### config.mk
export PLATFORM = sky130hd
export DESIGN_NAME = i2c_cfg_target
export DESIGN_NICKNAME = d
export VERILOG_FILES = /design/src/rtl/i2c_cfg_target.sv
export SDC_FILE = /design/constraint.sdc
export NUM_CORES = 1
export LEC_CHECK = 0
export CAP_MARGIN = 30
export CORE_MARGIN = 2
export CORE_UTILIZATION = 63
export CTS_CLUSTER_SIZE = 10
export DETAILED_ROUTE_END_ITERATION = 6
export DONT_BUFFER_PORTS = 1
export PLACE_DENSITY_LB_ADDON = 0.2
export SETUP_SLACK_MARGIN = 0.4
export SYNTH_ARGS = -nofsm -noshare
export SYNTH_HDL_FRONTEND = slang
export SYNTH_SLANG_ARGS = --single-unit
### constraint.sdc
create_clock -name clk -period 3 [get_ports clk]
set_clock_uncertainty 0.05 [all_clocks]
set_input_delay 0.6 -clock clk [delete_from_list [all_inputs] [get_ports clk]]
set_output_delay 0.6 -clock clk [all_outputs]
set_load 0.005 [all_outputs]
### src/rtl/i2c_cfg_target.sv
module i2c_cfg_target #(
  parameter logic [3:0] ADDR_PREFIX = 4'b1001,
  parameter logic [7:0] GC_LATCH    = 8'h04,
  parameter logic [7:0] GC_RESET    = 8'h06
) (
  input  logic        clk,
  input  logic        rst_n,
  input  logic        scl_i,
  input  logic        sda_i,
  input  logic [1:0]  strap_a_i,
  input  logic [1:0]  strap_b_i,
  input  logic [15:0] result_i,
  input  logic [7:0]  cfg_i,
  output logic        sda_pd_o,
  output logic        cfg_wr_o,
  output logic [7:0]  cfg_wdata_o,
  output logic        cfg_rd_o,
  output logic        rst_req_o,
  output logic        hs_mode_o
);

  typedef enum logic [2:0] {ST_IDLE, ST_ADDR, ST_WDATA, ST_GCALL, ST_RDATA, ST_SKIP} st_t;

  // returns {valid, low three address bits}
  function automatic logic [3:0] strap_decode(input logic [1:0] a, input logic [1:0] b);
    logic [1:0] la, lb;
    la = a[1] ? 2'd2 : {1'b0, a[0]};
    lb = b[1] ? 2'd2 : {1'b0, b[0]};
    case ({la, lb})
      4'b0000: strap_decode = 4'b1000;
      4'b0010: strap_decode = 4'b1001;
      4'b0001: strap_decode = 4'b1010;
      4'b1000: strap_decode = 4'b1011;
      4'b0100: strap_decode = 4'b1100;
      4'b0110: strap_decode = 4'b1101;
      4'b1001: strap_decode = 4'b1111;
      4'b0101: strap_decode = 4'b1110;
      default: strap_decode = 4'b0000;
    endcase
  endfunction

  st_t         state;
  logic [1:0]  scl_sy, sda_sy;
  logic        scl_q, sda_q;
  logic [3:0]  bitcnt;
  logic [7:0]  sh, tx, rd_byte;
  logic [1:0]  rd_idx;
  logic [15:0] res_q;
  logic [3:0]  addr_q;

  wire scl_s     = scl_sy[1];
  wire sda_s     = sda_sy[1];
  wire scl_rise  = scl_s & ~scl_q;
  wire scl_fall  = ~scl_s & scl_q;
  wire start_det = scl_s & scl_q & sda_q & ~sda_s;
  wire stop_det  = scl_s & scl_q & ~sda_q & sda_s;
  wire rx_state  = (state == ST_ADDR) || (state == ST_WDATA) || (state == ST_GCALL);
  wire addr_hit  = addr_q[3] && (sh[7:1] == {ADDR_PREFIX, addr_q[2:0]});

  assign cfg_wdata_o = sh;

  always_comb begin
    case (rd_idx)
      2'd0:    rd_byte = res_q[15:8];
      2'd1:    rd_byte = res_q[7:0];
      2'd2:    rd_byte = cfg_i;
      default: rd_byte = 8'hFF;
    endcase
  end

  always_ff @(posedge clk) begin
    if (!rst_n) begin
      scl_sy <= 2'b11; sda_sy <= 2'b11; scl_q <= 1'b1; sda_q <= 1'b1;
      state <= ST_IDLE; bitcnt <= '0; sh <= '0; tx <= '0; rd_idx <= '0; res_q <= '0;
      sda_pd_o <= 1'b0; cfg_wr_o <= 1'b0; cfg_rd_o <= 1'b0; rst_req_o <= 1'b0; hs_mode_o <= 1'b0;
      addr_q <= strap_decode(strap_a_i, strap_b_i);
    end else begin
      scl_sy <= {scl_sy[0], scl_i};
      sda_sy <= {sda_sy[0], sda_i};
      scl_q <= scl_s;
      sda_q <= sda_s;
      cfg_wr_o <= 1'b0;
      cfg_rd_o <= 1'b0;
      rst_req_o <= 1'b0;
      if (start_det) begin
        state <= ST_ADDR; bitcnt <= '0; sda_pd_o <= 1'b0;
      end else if (stop_det) begin
        state <= ST_IDLE; bitcnt <= '0; sda_pd_o <= 1'b0; hs_mode_o <= 1'b0;
      end else if (state != ST_IDLE) begin
        if (scl_rise) begin
          if (rx_state && bitcnt < 4'd8) begin
            sh <= {sh[6:0], sda_s};
            bitcnt <= bitcnt + 4'd1;
          end else if (state == ST_RDATA && bitcnt < 4'd8) begin
            bitcnt <= bitcnt + 4'd1;
          end else if (state == ST_RDATA && bitcnt == 4'd8) begin
            if (sda_s) state <= ST_SKIP;
            else bitcnt <= 4'd9;
          end
        end else if (scl_fall) begin
          if (bitcnt == 4'd9) begin
            bitcnt <= '0;
            if (state == ST_RDATA) begin
              tx <= rd_byte;
              sda_pd_o <= ~rd_byte[7];
            end else begin
              sda_pd_o <= 1'b0;
            end
          end else if (state == ST_RDATA) begin
            if (bitcnt == 4'd8) begin
              sda_pd_o <= 1'b0;
              if (rd_idx == 2'd2) cfg_rd_o <= 1'b1;
              if (rd_idx != 2'd3) rd_idx <= rd_idx + 2'd1;
            end else if (bitcnt != 4'd0) begin
              tx <= {tx[6:0], 1'b1};
              sda_pd_o <= ~tx[6];
            end
          end else if (rx_state && bitcnt == 4'd8) begin
            state <= ST_SKIP;
            case (state)
              ST_ADDR: begin
                if (addr_hit) begin
                  sda_pd_o <= 1'b1; bitcnt <= 4'd9; rd_idx <= '0; res_q <= result_i;
                  state <= sh[0] ? ST_RDATA : ST_WDATA;
                end else if (sh == 8'h00) begin
                  sda_pd_o <= 1'b1; bitcnt <= 4'd9; state <= ST_GCALL;
                end else if (sh[7:3] == 5'b00001) begin
                  hs_mode_o <= 1'b1;
                end
              end
              ST_WDATA: begin
                sda_pd_o <= 1'b1; bitcnt <= 4'd9; cfg_wr_o <= 1'b1;
              end
              default: begin
                if (sh == GC_LATCH || sh == GC_RESET) begin
                  sda_pd_o <= 1'b1; bitcnt <= 4'd9;
                  addr_q <= strap_decode(strap_a_i, strap_b_i);
                  rst_req_o <= (sh == GC_RESET);
                end
              end
            endcase
          end
        end
      end
    end
  end


  sda_rise_chk: assert property (@(posedge clk) disable iff (!rst_n)
    $rose(sda_pd_o) |-> $past(scl_fall));


  sda_hold_chk: assert property (@(posedge clk) disable iff (!rst_n)
    (scl_s && scl_q && !start_det && !stop_det) |=> $stable(sda_pd_o));


  start_release_chk: assert property (@(posedge clk) disable iff (!rst_n)
    start_det |=> !sda_pd_o);


  hs_clear_chk: assert property (@(posedge clk) disable iff (!rst_n)
    stop_det |=> !hs_mode_o);


  pulse_single_chk: assert property (@(posedge clk) disable iff (!rst_n)
    (cfg_wr_o || cfg_rd_o || rst_req_o) |=> !(cfg_wr_o || cfg_rd_o || rst_req_o));


  pulse_excl_chk: assert property (@(posedge clk) disable iff (!rst_n)
    $onehot0({cfg_wr_o, cfg_rd_o, rst_req_o}));

endmodule

==> flow_metrics.py, run 1 <==
metrics = {
    "synth": {
        "synthSimpleGateAreaFrac_pct": 23.1,
        "fraction_of_registers_with_async_set_or_reset_after_synthesis_pct": 0,
        "area_of_the_mapped_netlist_mm2": 0.00298,
        "synthesis.area_per_instance_um2": 8.75,
        "synth_fa_ha_area_share_pct": 4.61,
        "multiplexer_fraction_of_the_synthesized_cell_area_pct": 5.37,
        "synth.lib_cells_used.distinct": 65,
        "synth-seq-cells": 55,
        "number_of_warnings_printed_during_yosys_synthesis": 0,
        "synth_compound_gate_area_share_pct": 20.6,
        "syn-instance-count": 341,
        "synth_top_family_by_area": "simple AND/OR/NAND/NOR gates",
        "post_synth_xor_area_fraction_pct": 1.76,
        "synth-seq-area-share_pct": 38.3,
        "synthesized_netlist_net_count": 384,
        "synth-edff-count": 4,
        "postSynth.topFlopCell": "sky130_fd_sc_hd__dfxtp_1",
    },
    "worst_hold_path": {
        "hold_path_startpoint": "rst_n",
        "timing.hold.worst_endpoint": "scl_q$_SDFF_PN1_",
        "min_path_type": "in -> reg",
        "min_path_cells": 1,
    },
    "timing": {
        "final_min_period_over_clock_period_pct": 77.1,
        "postLayoutSetupSlackWorst_ps": 688,
        "finalHoldViolCount": 0,
        "maxSlewHeadroom_pct": 59.6,
        "worst_pin_slew_ps": 603,
        "timing.setup.tns_ps": 0,
        "report.final.setup_viol": 0,
        "min_period_ps": 2310,
        "maxSlewViolCount": 0,
        "timing.fmax_ghz": 0.432,
        "grt_setup_unrepaired": "no",
    },
    "routing": {
        "wl_per_cell_um": 17.2,
        "drtAntennaViolNets": 0,
        "drc": 0,
        "detail_route.vias_per_cell": 6.45,
        "firstDrtPassIters": 4,
        "drt_wl_total_mm": 6.59,
        "first_iteration_detailed_routing_drc_count": 148,
        "route.vias.total": 2477,
    },
    "critical_path": {
        "reg2reg_from": "cfg_wdata_o[7]$_SDFFE_PN0P_",
        "regToRegSetupSlack_ps": 690,
        "data_arrival_time_of_the_worst_path_ps": 2240,
        "r2r_cells": 4,
        "crit_fanout": 4,
        "cp-start-kind": "flop",
        "critical_path.reg2reg.endpoint": "addr_q[2]$_DFFE_PP_",
        "critical_path_capture_point_type": "flop",
        "cp_data_required_time_ps": 2930,
        "path_class": "reg -> reg",
    },
    "power_and_ir_drop": {
        "worst_ir_drop_vdd_uv": 315,
        "p_int_mw": 0.930,
        "sequentialPowerShare_pct": 62.1,
        "share_clk_of_total_power_pct": 32.8,
        "pwr_dens_mw_per_mm2": 398,
        "power.static_leakage_nw": 1.04,
        "net-switching-power_mw": 0.283,
        "netSwitchingFraction_pct": 23.3,
        "p_comb_share_pct": 5.1,
    },
    "layout": {
        "multiInputGateArea_mm2": 0.00166,
        "fill_cells": 403,
        "area_delta_synth_final_pct": 2.27,
        "diode_count": 0,
        "final_net_count": 372,
        "area.sequential_mm2": 0.00114,
        "layout-drive-gt1-share_pct": 8.48,
    },
    "global_route": {
        "grt_max_degree": 34,
        "grt_pass1_vias": 2274,
        "grt_first_pass_wirelength_mm": 10.6,
        "number_of_antenna_violations_at_the_first_check_in_global_routing": 0,
        "grt_util_all_layers_pct": 25.6,
        "global_route.overflow_total": 0,
    },
    "outcome": {
        "outcome": "finished clean",
    },
    "clocking": {
        "cts.clk_slew.worst_paths_ps": 90,
        "cts_sinks": 55,
        "cts_max_level": 2,
        "cts_root_buf": "sky130_fd_sc_hd__clkbuf_8",
        "ctsHoldBuffers": 0,
        "clk-insertion-delay-late_ps": 310,
        "cts-buffers-inserted": 5,
        "tritoncts": "built",
        "cts-root-to-sink-buffers": 2,
    },
    "floorplan": {
        "design.core.area_mm2": 0.00463,
        "die_h_um": 72.8,
        "std_cell_rows": 25,
        "floorplan.die.width_um": 72.8,
        "boundaryPins": 45,
        "design.die.area_mm2": 0.00530,
        "floorplan.initialDensity_pct": 64.4,
    },
    "placement": {
        "dp_worst_setup_slack_ps": 508,
        "gp_routability_congestion": 0.912,
        "port_buffers": 0,
        "dp_hpwl_mm": 4.74,
    },
    "job": {
        "maxCapViolCount": 0,
    },
}
layout make-up:
cell class	count	area share [%]
clock buffers	6	2.38
clock inverters	2	0.410
inverters	13	1.60
multi-input cells	248	54.5
flip-flops and latches	55	37.4
well taps	54	2.21
repair buffers	6	1.48
power groups by stage:
stage               clock (mW)  combinational [mW]  sequential [mW]
detailed placement           0              0.0610            0.771
global route             0.432              0.0687            0.755
CTS                      0.404              0.0612            0.754
finish                   0.397              0.0624            0.754
floorplan                    0              0.0548            0.767
global placement             0              0.0602            0.771
cell families (layout without fill, tap and decap cells):
group	count (synthesis)	count (layout)
flip-flops	55	55
AND/OR/NAND/NOR	124	124
adder cells (fa/ha/maj)	11	11
multiplexers	16	16
buffers and inverters	38	27
AO/OA/AOI/OAI	91	91
XOR/XNOR	6	6
flip-flops by register name, summed over array words and instances, names as in the netlist:
name         flops
rst_req_o        1
state            3
sda_sy           2
tx               7
rd_idx           2
sda_pd_o         1
scl_q            1
bitcnt           4
sda_q            1
scl_sy           2
cfg_wr_o         1
hs_mode_o        1
addr_q           4
cfg_wdata_o      8
res_q           16
cfg_rd_o         1
synth_stat cells, drive strengths merged, types with 5 or more instances:
library cell  count  area (µm²)
dfxtp            51        1020
nor2             37         141
a21oi            30         150
nand3            22         110
o21ai            19        95.1
nand2            17        66.3
mux2i            16         160
clkbuf           14        55.1
inv              12        45.0
buf              11        85.1
ha               11         138
a31oi             8        50.1
nand2b            7        43.8
a22oi             6        45.0
nand4             6        43.8
a211oi            5        37.5
nand3b            5        37.5
layout by cell type (no fill, tap or decap), types with 6 or more instances in the layout:
cell | Yosys | layout
sky130_fd_sc_hd__nand3_1 | 22 | 22
sky130_fd_sc_hd__a21oi_1 | 30 | 30
sky130_fd_sc_hd__a31oi_1 | 8 | 8
sky130_fd_sc_hd__ha_1 | 11 | 11
sky130_fd_sc_hd__inv_1 | 12 | 12
sky130_fd_sc_hd__dfxtp_1 | 51 | 51
sky130_fd_sc_hd__nand2_1 | 16 | 16
sky130_fd_sc_hd__o21ai_0 | 19 | 19
sky130_fd_sc_hd__nand2b_1 | 7 | 7
sky130_fd_sc_hd__buf_4 | 1 | 6
sky130_fd_sc_hd__nor2_1 | 36 | 36
sky130_fd_sc_hd__mux2i_1 | 16 | 16
sky130_fd_sc_hd__a22oi_1 | 6 | 6
per-layer routing:
metal  track usage [%]  share of wire [%]  vias to the layer above
met5                 0                  0                        -
met4              9.47               0.70                        0
met3              6.35                7.0                        5
met2              39.3                 48                       81
met1              34.9                 45                     1179
li1                  -                  -                     1212
per-stage QoR:
stage | hold WS, ps | cells | util (%) | power, mW | cell area (µm²)
floorplan | 336 | 341 | - | 0.821 | 2980
global placement | 341 | 374 | 63.6 | 0.831 | 2950
detailed placement | 343 | 374 | 63.6 | 0.832 | 2950
CTS | 303 | 382 | 65.5 | 1.22 | 3030
global route | 287 | 384 | 65.9 | 1.26 | 3050
finish | 309 | 384 | 65.9 | 1.21 | 3050
worst max-delay path by stage:
stage	from	end	slack, ps
2_1_floorplan	bitcnt[1]$_SDFFE_PP0P_	addr_q[0]$_DFFE_PP_	730
3_3_place_gp	cfg_wdata_o[7]$_SDFFE_PN0P_	addr_q[3]$_DFFE_PP_	590
3_5_place_dp	cfg_wdata_o[7]$_SDFFE_PN0P_	addr_q[2]$_DFFE_PP_	510
4_1_cts	cfg_wdata_o[7]$_SDFFE_PN0P_	addr_q[1]$_DFFE_PP_	510
5_1_grt	bitcnt[1]$_SDFFE_PP0P_	hs_mode_o$_SDFFE_PN0P_	540
6_report	cfg_wdata_o[7]$_SDFFE_PN0P_	addr_q[2]$_DFFE_PP_	690
critical path: stages (launching register included):
cell	delay, ps
sky130_fd_sc_hd__dfxtp_1	360
sky130_fd_sc_hd__or4_4	590
sky130_fd_sc_hd__a2111oi_0	360
sky130_fd_sc_hd__nand4_1	210
sky130_fd_sc_hd__o31ai_2	420
what timing repair did:
item / 4_1_cts / 5_1_grt
setup endpoints to repair: 0 / 20
buffers inserted: 0 / 2
gates resized for setup: 0 / 1
Power figures use the tool's default switching activity.
==> inputs of run 2 (changes only) <==
CORE_UTILIZATION = 57   (was 63)
clock period = 2 ns   (was 3 ns; I/O delays follow)
==> run 2 against run 1 <==
Compared with the run above: the flow now finishes with violations (negative setup slack); design area up 37%; sequential cell count unchanged; wire length up 60%; critical endpoint is now addr_q[1]$_DFFE_PP_.
==> flow_metrics.py, run 2 (synthesis results as in run 1) <==
metrics = {
    "critical_path": {
        "cp-start-kind": "flop",
        "critical_path.cell_chain": "or4_4, a2111oi_4, nand4_1, o31ai_4",
        "path_class": "reg -> reg",
        "worst_path_max_delay_cell": "sky130_fd_sc_hd__or4_4",
        "critical_path_capture_point_type": "flop",
        "worst_path_dominant_cell_family": "simple AND/OR/NAND/NOR gates",
        "data_arrival_time_of_the_worst_path_ps": 2070,
        "crit_fanout": 4,
        "timing.critical_path.buf_inv": 0,
        "cp_data_required_time_ps": 1980,
        "crit_path_max_incr_delay_ps": 590,
    },
    "routing": {
        "drc": 0,
        "route.vias.total": 3095,
        "firstDrtPassIters": 5,
        "drtAntennaViolNets": 0,
        "wl_per_cell_um": 23.4,
        "first_iteration_detailed_routing_drc_count": 449,
        "drt_wl_total_mm": 10.5,
        "detail_route.vias_per_cell": 6.88,
    },
    "layout": {
        "number_of_flip_flops_under_the_largest_register_name": 16,
        "area_delta_synth_final_pct": 40.4,
        "non_filler_cell_area_final_mm2": 0.00419,
        "diode_count": 0,
        "finalNonFillerCells": 450,
        "layout.cells.most_common": "sky130_fd_sc_hd__dfxtp_1",
        "final_net_count": 422,
        "mostFrequentLayoutCells": "sky130_fd_sc_hd__dfxtp_1, sky130_fd_sc_hd__buf_4, sky130_fd_sc_hd__nor2_1",
        "layout.core_utilization_pct": 82.5,
        "top_register": "res_q",
        "fill_cells": 278,
        "layout-drive-gt1-share_pct": 46.1,
    },
    "placement": {
        "port_buffers": 0,
        "post_dp_cell_area_mm2": 0.00328,
        "dp_worst_setup_slack_ps": -5.87,
        "gp_routability_congestion": 0.960,
        "dp_hpwl_mm": 5.18,
        "placed_cells_incl_taps": 412,
    },
    "timing": {
        "final_min_period_over_clock_period_pct": 105,
        "maxSlewHeadroom_pct": 68.6,
        "timing.fmax_ghz": 0.477,
        "grt_setup_unrepaired": "yes",
        "worst_pin_slew_ps": 467,
        "timing.setup.tns_ps": -601,
        "report.final.setup_viol": 9,
        "min_period_ps": 2100,
        "finalHoldViolCount": 0,
        "postLayoutSetupSlackWorst_ps": -96.1,
        "final.hold.worst_slack_ps": 76.0,
        "maxSlewViolCount": 0,
    },
    "floorplan": {
        "std_cell_rows": 26,
        "design.core.area_mm2": 0.00507,
        "floorplan.initialDensity_pct": 58.8,
        "floorplan.die.width_um": 76.3,
        "design.die.area_mm2": 0.00583,
        "die_h_um": 76.3,
        "boundaryPins": 45,
    },
    "global_route": {
        "grt_util_all_layers_pct": 29.5,
        "grt_first_pass_wirelength_mm": 13.8,
        "grt_pass1_vias": 2790,
        "grt_max_degree": 34,
        "number_of_antenna_violations_at_the_first_check_in_global_routing": 0,
        "global_route.overflow_total": 0,
    },
    "clocking": {
        "cts_max_level": 2,
        "cts_sinks": 55,
        "cts-buffers-inserted": 5,
        "clk-insertion-delay-late_ps": 330,
        "cts.clk_slew.worst_paths_ps": 110,
        "tritoncts": "built",
        "cts_root_buf": "sky130_fd_sc_hd__clkbuf_8",
        "cts-root-to-sink-buffers": 2,
    },
    "power_and_ir_drop": {
        "power.static_leakage_nw": 1.43,
        "worst_ir_drop_vdd_uv": 516,
        "pwr_dens_mw_per_mm2": 493,
        "design_power_total_mw": 2.06,
    },
    "outcome": {
        "outcome": "finished with violations",
        "failed_checks": "negative setup slack",
    },
    "worst_hold_path": {
        "min_path_type": "in -> reg",
    },
    "job": {
        "maxCapViolCount": 0,
    },
}
-- run 2: changes by cell type in the layout (fill, tap and decap cells not counted), moves of 13 or more --
| cell | delta |
|---|---|
| sky130_fd_sc_hd__buf_4 | +25 |
| sky130_fd_sc_hd__o21ai_0 | -16 |
| sky130_fd_sc_hd__nand3_1 | -18 |
| sky130_fd_sc_hd__nand3_2 | +15 |
| sky130_fd_sc_hd__dfxtp_1 | -13 |
| sky130_fd_sc_hd__buf_6 | +14 |
-- run 2: worst paths after layout --
| kind | startpoint | end | slack [ps] | cells after the start |
|---|---|---|---|---|
| setup / recovery | cfg_wdata_o[5]$_SDFFE_PN0P_ | addr_q[1]$_DFFE_PP_ | -100 | 4 |
| hold / removal | rst_n | scl_q$_SDFF_PN1_ | 80 | 1 |
| setup reg to reg | cfg_wdata_o[5]$_SDFFE_PN0P_ | addr_q[1]$_DFFE_PP_ | -100 | 4 |
| hold reg to reg | scl_sy[0]$_SDFF_PN1_ | scl_sy[1]$_SDFF_PN1_ | 370 | 1 |
-- run 2: final cells by class --
type / count / area, µm² / share of cell area, %
multi-input cells: 248 / 2180 / 52.0
inverters: 13 / 48.8 / 1.16
repair buffers: 56 / 594 / 14.2
well taps: 70 / 87.6 / 2.09
flip-flops and latches: 55 / 1160 / 27.8
clock inverters: 3 / 46.3 / 1.11
clock buffers: 5 / 68.8 / 1.64
-- run 2: where the power goes --
| group | switching (mW) | total (mW) | internal (mW) |
|---|---|---|---|
| Sequential | 0.0133 | 1.13 | 1.12 |
| Combinational | 0.0915 | 0.149 | 0.0575 |
| Clock | 0.406 | 0.783 | 0.378 |
| Total | 0.510 | 2.06 | 1.55 |
-- run 2: worst reg2reg max path: cells and delay by family (launching register included) --
family | cells | cell delay [ps]
AND/OR/NAND/NOR | 2 | 830
flip-flops | 1 | 340
AO/OA/AOI/OAI | 2 | 570
-- run 2: repair_timing --
| item | CTS | global route |
|---|---|---|
| cloned | 1 | 2 |
| setup buffers | 20 | 7 |
| setup endpoints to repair | 48 | 49 |
| pin swaps | 47 | 23 |
| gates resized for setup | 58 | 65 |
| hold buffers | 0 | 0 |
-- run 2: per-layer routing --
metal,vias up,GRT usage [%],routed length (µm),share of wire [%]
met5,-,0,0,0
li1,1322,-,-,-
met2,246,48.1,5050,48
met4,0,13.5,787,7.5
met3,77,7.46,1060,10
met1,1450,36.7,3650,35
